### config.mk
export PLATFORM = sky130hd
export DESIGN_NAME = blink_cfg_ctrl
export DESIGN_NICKNAME = d
export VERILOG_FILES = /design/src/rtl/blink_cfg_pkg.sv /design/src/rtl/blink_cfg_reg.sv /design/src/rtl/blink_timer.sv /design/src/rtl/blink_cfg_ctrl.sv
export SDC_FILE = /design/constraint.sdc
export NUM_CORES = 1
export LEC_CHECK = 0
export ABC_AREA = 1
export BUFFER_PORTS_ARGS = -buffer_cell sky130_fd_sc_hd__buf_2
export CORE_AREA = 8 8 45 47
export DETAILED_ROUTE_END_ITERATION = 12
export DIE_AREA = 0 0 53 55
export MAX_ROUTING_LAYER = met4
export PLACE_DENSITY_LB_ADDON = 0.15
export SLEW_MARGIN = 0
export SYNTH_ARGS = -nofsm -noshare
export SYNTH_HDL_FRONTEND = slang
export SYNTH_SLANG_ARGS = --single-unit
### constraint.sdc
create_clock -name clk -period 1 [get_ports clk]
set_input_delay 0.2 -clock clk [delete_from_list [all_inputs] [get_ports clk]]
set_output_delay 0.2 -clock clk [all_outputs]
set_load 0.02 [all_outputs]
### src/rtl/blink_cfg_pkg.sv
package blink_cfg_pkg;
  localparam int CFG_W     = 8;
  localparam int BIT_RUN   = 0;
  localparam int BIT_FAST  = 2;
  localparam int BIT_BLINK = 3;
  localparam int BIT_TRST  = 4;
  localparam int BIT_CLR   = 5;

  typedef struct packed {
    logic blink_en;
    logic fast;
    logic run;
  } cfg_t;
endpackage

### src/rtl/blink_cfg_reg.sv
module blink_cfg_reg
  import blink_cfg_pkg::*;
(
  input  logic             clk,
  input  logic             rst_n,
  input  logic             wr_en,
  input  logic [CFG_W-1:0] wr_data,
  output cfg_t             cfg_q,
  output cfg_t             cfg_next,
  output logic             restart_req,
  output logic             clear_q
);
  cfg_t cfg_d;
  logic clear_d;

  // next-state
  always_comb begin
    cfg_d   = cfg_q;
    clear_d = 1'b0;
    if (wr_en) begin
      cfg_d.run      = wr_data[BIT_RUN];
      cfg_d.fast     = wr_data[BIT_FAST];
      cfg_d.blink_en = wr_data[BIT_BLINK];
      clear_d        = wr_data[BIT_CLR];
    end
  end

  assign cfg_next    = cfg_d;
  assign restart_req = wr_en & wr_data[BIT_TRST];

  // registers
  always_ff @(posedge clk or negedge rst_n) begin
    if (!rst_n) begin
      cfg_q   <= '0;
      clear_q <= 1'b0;
    end else begin
      cfg_q   <= cfg_d;
      clear_q <= clear_d;
    end
  end
endmodule

### src/rtl/blink_timer.sv
module blink_timer #(
  parameter int K = 4  // K >= 2
) (
  input  logic         clk,
  input  logic         rst_n,
  input  logic         tick,
  input  logic         enable_next,
  input  logic         fast,
  input  logic         restart,
  output logic [K-1:0] cnt_q,
  output logic         phase_q
);
  localparam int HALF_W = K - 1;
  localparam logic [K-1:0] ONE = {{(K-1){1'b0}}, 1'b1};

  logic [K-1:0] cnt_d;
  logic         phase_d;
  logic         wrap_hit;

  always_comb begin
    wrap_hit = fast ? (&cnt_q[HALF_W-1:0]) : (&cnt_q);
  end

  // next-state
  always_comb begin
    cnt_d   = cnt_q;
    phase_d = phase_q;
    if (restart || !enable_next) begin
      cnt_d   = '0;
      phase_d = 1'b0;
    end else if (tick) begin
      cnt_d = cnt_q + ONE;
      if (wrap_hit) phase_d = ~phase_q;
    end
  end

  // registers
  always_ff @(posedge clk or negedge rst_n) begin
    if (!rst_n) begin
      cnt_q   <= '0;
      phase_q <= 1'b0;
    end else begin
      cnt_q   <= cnt_d;
      phase_q <= phase_d;
    end
  end
endmodule

### src/rtl/blink_cfg_ctrl.sv
module blink_cfg_ctrl
  import blink_cfg_pkg::*;
#(
  parameter int K = 4
) (
  input  logic             clk,
  input  logic             rst_n,
  input  logic             wr_en,
  input  logic [CFG_W-1:0] wr_data,
  input  logic             mux_tick,
  input  logic             test_mode,
  output logic             plane_sel,
  output logic             blank,
  output logic             clear_pulse,
  output logic [CFG_W-1:0] cfg_rdata,
  output logic [K-1:0]     blink_phase
);
  localparam int SYNC_W = 2;

  logic [SYNC_W-1:0] rst_sync_q;
  logic              rst_int_n;
  cfg_t              cfg_q;
  cfg_t              cfg_next;
  logic              restart_req;

  // asynchronous assert, synchronous release
  always_ff @(posedge clk or negedge rst_n) begin
    if (!rst_n) rst_sync_q <= '0;
    else        rst_sync_q <= {rst_sync_q[SYNC_W-2:0], 1'b1};
  end
  assign rst_int_n = rst_sync_q[SYNC_W-1];

  blink_cfg_reg u_reg (
    .clk         (clk),
    .rst_n       (rst_int_n),
    .wr_en       (wr_en),
    .wr_data     (wr_data),
    .cfg_q       (cfg_q),
    .cfg_next    (cfg_next),
    .restart_req (restart_req),
    .clear_q     (clear_pulse)
  );

  blink_timer #(.K(K)) u_tmr (
    .clk         (clk),
    .rst_n       (rst_int_n),
    .tick        (mux_tick),
    .enable_next (cfg_next.blink_en),
    .fast        (cfg_q.fast),
    .restart     (restart_req),
    .cnt_q       (blink_phase),
    .phase_q     (plane_sel)
  );

  always_comb begin
    cfg_rdata            = '0;
    cfg_rdata[BIT_RUN]   = cfg_q.run;
    cfg_rdata[BIT_FAST]  = cfg_q.fast;
    cfg_rdata[BIT_BLINK] = cfg_q.blink_en;
  end

  assign blank = ~cfg_q.run & ~test_mode;
endmodule

# Yosys cells after proc, flatten, opt, wreduce, memory -nomap -nowiden
# Cells that the tools add are included.
# word_totals
reg_bits	11
latch_bits	0
mem_bits_rw	0
rom_bits	0
input_bits	13
output_inout_bits	15
memories	0
# classes
n_addsub	1
n_mul	0
n_div	0
magnitude_cmp	0
n_eq_ne	0
shift	0
muxes	8
n_bitwise	5
reduce_logical	7
# ops
op	n
2-to-1 mux 4 bit	2
2-to-1 mux 1 bit	5
adder 4 x 1 -> 4 bit (second input constant)	1
AND reduction 4 bit	1
nonzero test 2 bit	2
2-to-1 mux 3 bit	1
inverter 1 bit	3
AND reduction 3 bit	1
AND 1 bit	2
AND reduction 2 bit	1
logical NOT 1 bit	1
logical OR 1 bit	1

# Logic depth before layout (Yosys ltp)
# logic_depth
word_depth	5
ltp_mapped	7
mapped_depth_nobuf	7

# By module
# From an unflattened synthesis, not the netlist that was laid out.
# unflattened
hier_cells	61
area_unflattened_um2	531.8
# by_module_without_submodules
mod	instances	cells_each	area_per_inst_um2
blink_timer	1	33	280.3
blink_cfg_reg	1	18	152.6
blink_cfg_ctrl	1	10	98.8

# Least setup slack after synthesis
# Ideal clock, no wire load.
# synth_path
path_type	reg-to-reg
start	reg u_tmr.cnt_q[0]
end	reg u_tmr.phase_q
arrival_ps	1196
required_ps	880
slack_ps	-316
path_stages_with_launch	7
n_path_buf	0
synth_period_minus_slack_ps	1316
path_cell_list	dfrtp_1 -> ha_1 -> ha_1 -> nor2_1 -> nor2_1 -> a21oi_1 -> nor2_2
# synth_between
elab_chain_len	4
word_cells_on_any_way	5
classes_between	mux: 1; reduce/logical: 4
# synth_rtl
element	line	rtl
from (decl)	blink_timer.sv:10	output logic [K-1:0] cnt_q,
from (signal assigned)	blink_timer.sv:43	cnt_q <= cnt_d;
AND reduction 4 bit or AND reduction 3 bit (tied branches)	blink_timer.sv:21	wrap_hit = fast ? (&cnt_q[HALF_W-1:0]) : (&cnt_q);
2-to-1 mux 1 bit (*)	blink_timer.sv:21	
nonzero test 2 bit (no line) (*)	n/a	
AND reduction 2 bit (no line) (*)	n/a	
to (signal assigned)	blink_timer.sv:44	phase_q <= phase_d;
to (decl)	blink_timer.sv:11	output logic phase_q
# Every way passes the cells marked *; elsewhere a longest branch is shown, timed or not.
# A chain may end at the register's enable or synchronous reset.

# Worst setup path in the final report
# Ends and elaborated chain as after synthesis.

==> summary.txt <==
STA
  • Final hold viol count: 0
  • Final Slew Violations: 0
  • Finish-stage setup viols: 10
  • Worst setup margin: -0.186 ns
  • RSZ-0062 raised after global routing: true
  • Hold slack final: 0.102 ns
  • Crit share post-route: 119%
  • Clock Skews: slightly above 0.004 ns
  • Max Freq: 843 MHz
  • Min cycle time layout: around 1.2 ns

Floorplan
  • Effective utilization at floorplan: approximately two fifths
  • Die height: 55 um
  • FP Rows: 14
  • Die X: ~53 um
  • Core area: 1380 sq um
  • Total die area: 2920 sq um
  • Top Ports: 28

Logic synthesis
  • Synth top area share: 51.4%
  • Post-synthesis adder-cell area fraction: about 4.7%
  • Post-synthesis mux area share: 2.10%
  • Avg Cell Area, Syn: 9.23 sq um
  • Most area-consuming cells after synthesis: dfrtp_1 (51%), nand2_1 (9.1%), buf_4 (8.4%), ha_1 (4.7%), nor2_1 (4.2%)
  • Complex-gate fraction of the synthesized area: 5.37%
  • Synthesized area: 536 sq um
  • Leading area contributor after synthesis: dfrtp_1
  • Simple-Gate Fraction of Synth Area: 23.1%
  • Seq cells post-synth: 11
  • Post-Syn Instances: 58
  • Post-synthesis cell type count: 17
  • Xor and xnor area share after synthesis: 0%
  • Syn. warnings: 0
  • Sequential cell area fraction in the yosys report: 51.4%
  • Largest family of logic cells by synthesized area: simple AND/OR/NAND/NOR gates

Clock network
  • Htree depth: 1
  • Total CTS buffers: 3
  • CTS clk-pin slew, worst paths: roughly 0.08 ns
  • Worst skew pair latency: 0.28 ns
  • CTS Root Cell: clkbuf_4
  • Clock tree buffer depth: 2
  • Num Clock Sinks: 11
  • CTS tree: done

Global route
  • Vias in the first global route: 429
  • First-pass GRT wire length: roughly 1.7 mm
  • Global route overflow: 0
  • GRT Util Overall: 8.67%
  • Antenna violations before repair: 0
  • Largest net degree at the start of global routing: 10

Critical path
  • Buf/Inv on CP: 0
  • Crit path capture type: register
  • CP cell instances: ha_4, ha_4, nor2_4, nor2_2, a21oi_2, nor2_2
  • Worst Path Max Fanout: 2
  • Max stage delay on crit path: 0.43 ns
  • CP Class: reg2reg
  • Data required, critical path: 1.17 ns
  • CP delay by family, top: flip-flops
  • Worst path arrival time: roughly 1.4 ns
  • Startpoint Class: register
  • Slowest CP cell: dfrtp_2
  • R2r setup slk: -0.19 ns

Finish
  • Non-Filler Instances: 105
  • # diodes: 0
  • Fillcell total: 119
  • Share of cells above drive strength 1: 57.3%
  • Nets@finish: 105
  • Area growth from synthesis to layout: 59.3%

Routing
  • Routed wire length: roughly 1.2 mm
  • Antenna viol nets, final: 0
  • Pre-antenna DRT Iters: 2
  • DRC viols: 0
  • WL/cell: 11.8 um
  • Vias per inst: 4.37
  • DR iter-0 viols: 7
  • Vias: 459

Power and ir drop
  • Pwr Total: approximately 0.0010 W
  • Power Density: 1220 nW/um^2
  • Reported leakage power: 0.441 nW
  • Maximum vdd drop: between 0.6 and 0.7 mV

Placed design
  • # port buffers: 19
  • Post-DP HPWL: 896 um
  • GPL Wtd Cong: 0.722
  • Placed cell count: 94

Run status
  • Outcome: finished with violations
  • Failing checks: negative setup slack

Job
  • Max Cap Viol: 0

Min path
  • Hold/Removal Path Class: in2reg
==> where the power goes <==
part           switching (W)  internal [W]
logic               0.000125      0.000103
clock network       0.000172      0.000148
registers          0.0000226      0.000469
==> tightest hold or removal path: stages <==
cell and delay (ns):
buf_2 0.07, nand2_1 0.04, inv_1 0.04
==> stage by stage <==
| step | setup TNS, ns | worst slack, ns | util (%) | instance area [sq um] |
|---|---|---|---|---|
| 2_1_floorplan | -0.326 | -0.222 | - | 578 |
| 3_3_place_gp | -0.211 | -0.166 | 48.5 | 671 |
| 3_5_place_dp | -0.259 | -0.209 | 48.5 | 671 |
| 4_1_cts | -0.951 | -0.180 | 56.1 | 777 |
| 5_1_grt | -1.44 | -0.221 | 61.7 | 853 |
| 6_report | -1.01 | -0.186 | 61.7 | 853 |
==> state kept, by name (all words and copies together) (netlist names) <==
name and count:
u_tmr.phase_q 1, u_reg.clear_q 1, u_reg.cfg_q 3, rst_sync_q 2
u_tmr.cnt_q 4
==> layer usage <==
metal / part of all wire (%) / vias up / wire length, um / global-route usage [%]
li1: - / 229 / - / -
met1: 35 / 214 / 439 / 8.18
met2: 55 / 12 / 678 / 14.1
met3: 7.6 / 4 / 95 / 2.67
met4: 2.4 / 0 / 30 / 7.76
met5: 0 / - / 0 / -
==> cells in the final DEF, fill, tap and decap left out, types with 2 or more instances in the layout <==
master    instances
nor2_1            2
inv_1             3
conb_1            6
nor2_4            2
inv_2             2
buf_4             6
buf_6            11
dfrtp_1           9
nand2_4           2
dfrtp_2           2
a21oi_1           2
nand2_1          12
nor2_2            4
buf_2            11
nand3_1           2
clkbuf_4          3
ha_4              2
==> synth_stat cells <==
library cell,count
o21ai_0,1
inv_2,1
nor2_2,2
inv_1,4
dfrtp_1,11
nor2_1,6
nand2_1,13
conb_1,2
nand3_1,2
buf_4,6
nor3b_2,1
a21oi_1,3
o21ai_2,1
ha_1,2
mux2_2,1
nand2_4,1
nand2_2,1
==> layout make-up <==
cell class / count / area, sq um / share of cell area (%)
sequential: 11 / 278 / 32.6
multi-input combinational: 40 / 275 / 32.3
timing repair buffer: 29 / 234 / 27.4
clock buffer: 3 / 22.5 / 2.64
tap: 16 / 20.0 / 2.35
inverter: 5 / 18.8 / 2.20
clock inverter: 1 / 5.00 / 0.587
==> kinds of logic after synthesis <==
kind of cell,Yosys count
flops,11
compound gates,5
other cells,2
simple gates,26
buf+inv,11
mux,1
fa+ha+maj,2
==> final timing paths <==
path	depth (start not counted)	start	to
worst max-delay path	6	u_tmr.cnt_q[0]$_DFFE_PN0P_	u_tmr.phase_q$_DFFE_PN0P_
worst min-delay path	3	wr_data[5]	u_reg.clear_q$_DFF_PN0_
worst max register to register	6	u_tmr.cnt_q[0]$_DFFE_PN0P_	u_tmr.phase_q$_DFFE_PN0P_
worst min register to register	0	rst_sync_q[1]$_DFF_PN0_	u_reg.cfg_q[0]$_DFFE_PN0P_
max in group asynchronous	0	rst_sync_q[1]$_DFF_PN0_	u_tmr.cnt_q[0]$_DFFE_PN0P_
min in group asynchronous	0	rst_sync_q[1]$_DFF_PN0_	u_reg.cfg_q[0]$_DFFE_PN0P_
==> timing repair <==
item | CTS | global route
endpoints found under the hold margin | 2 | 0
pin swaps | 3 | 8
gates resized for setup | 15 | 15
setup endpoints to repair | 11 | 14
hold buffers | 1 | 0
setup buffers | 3 | 3
(Power assumes the default switching activity.)
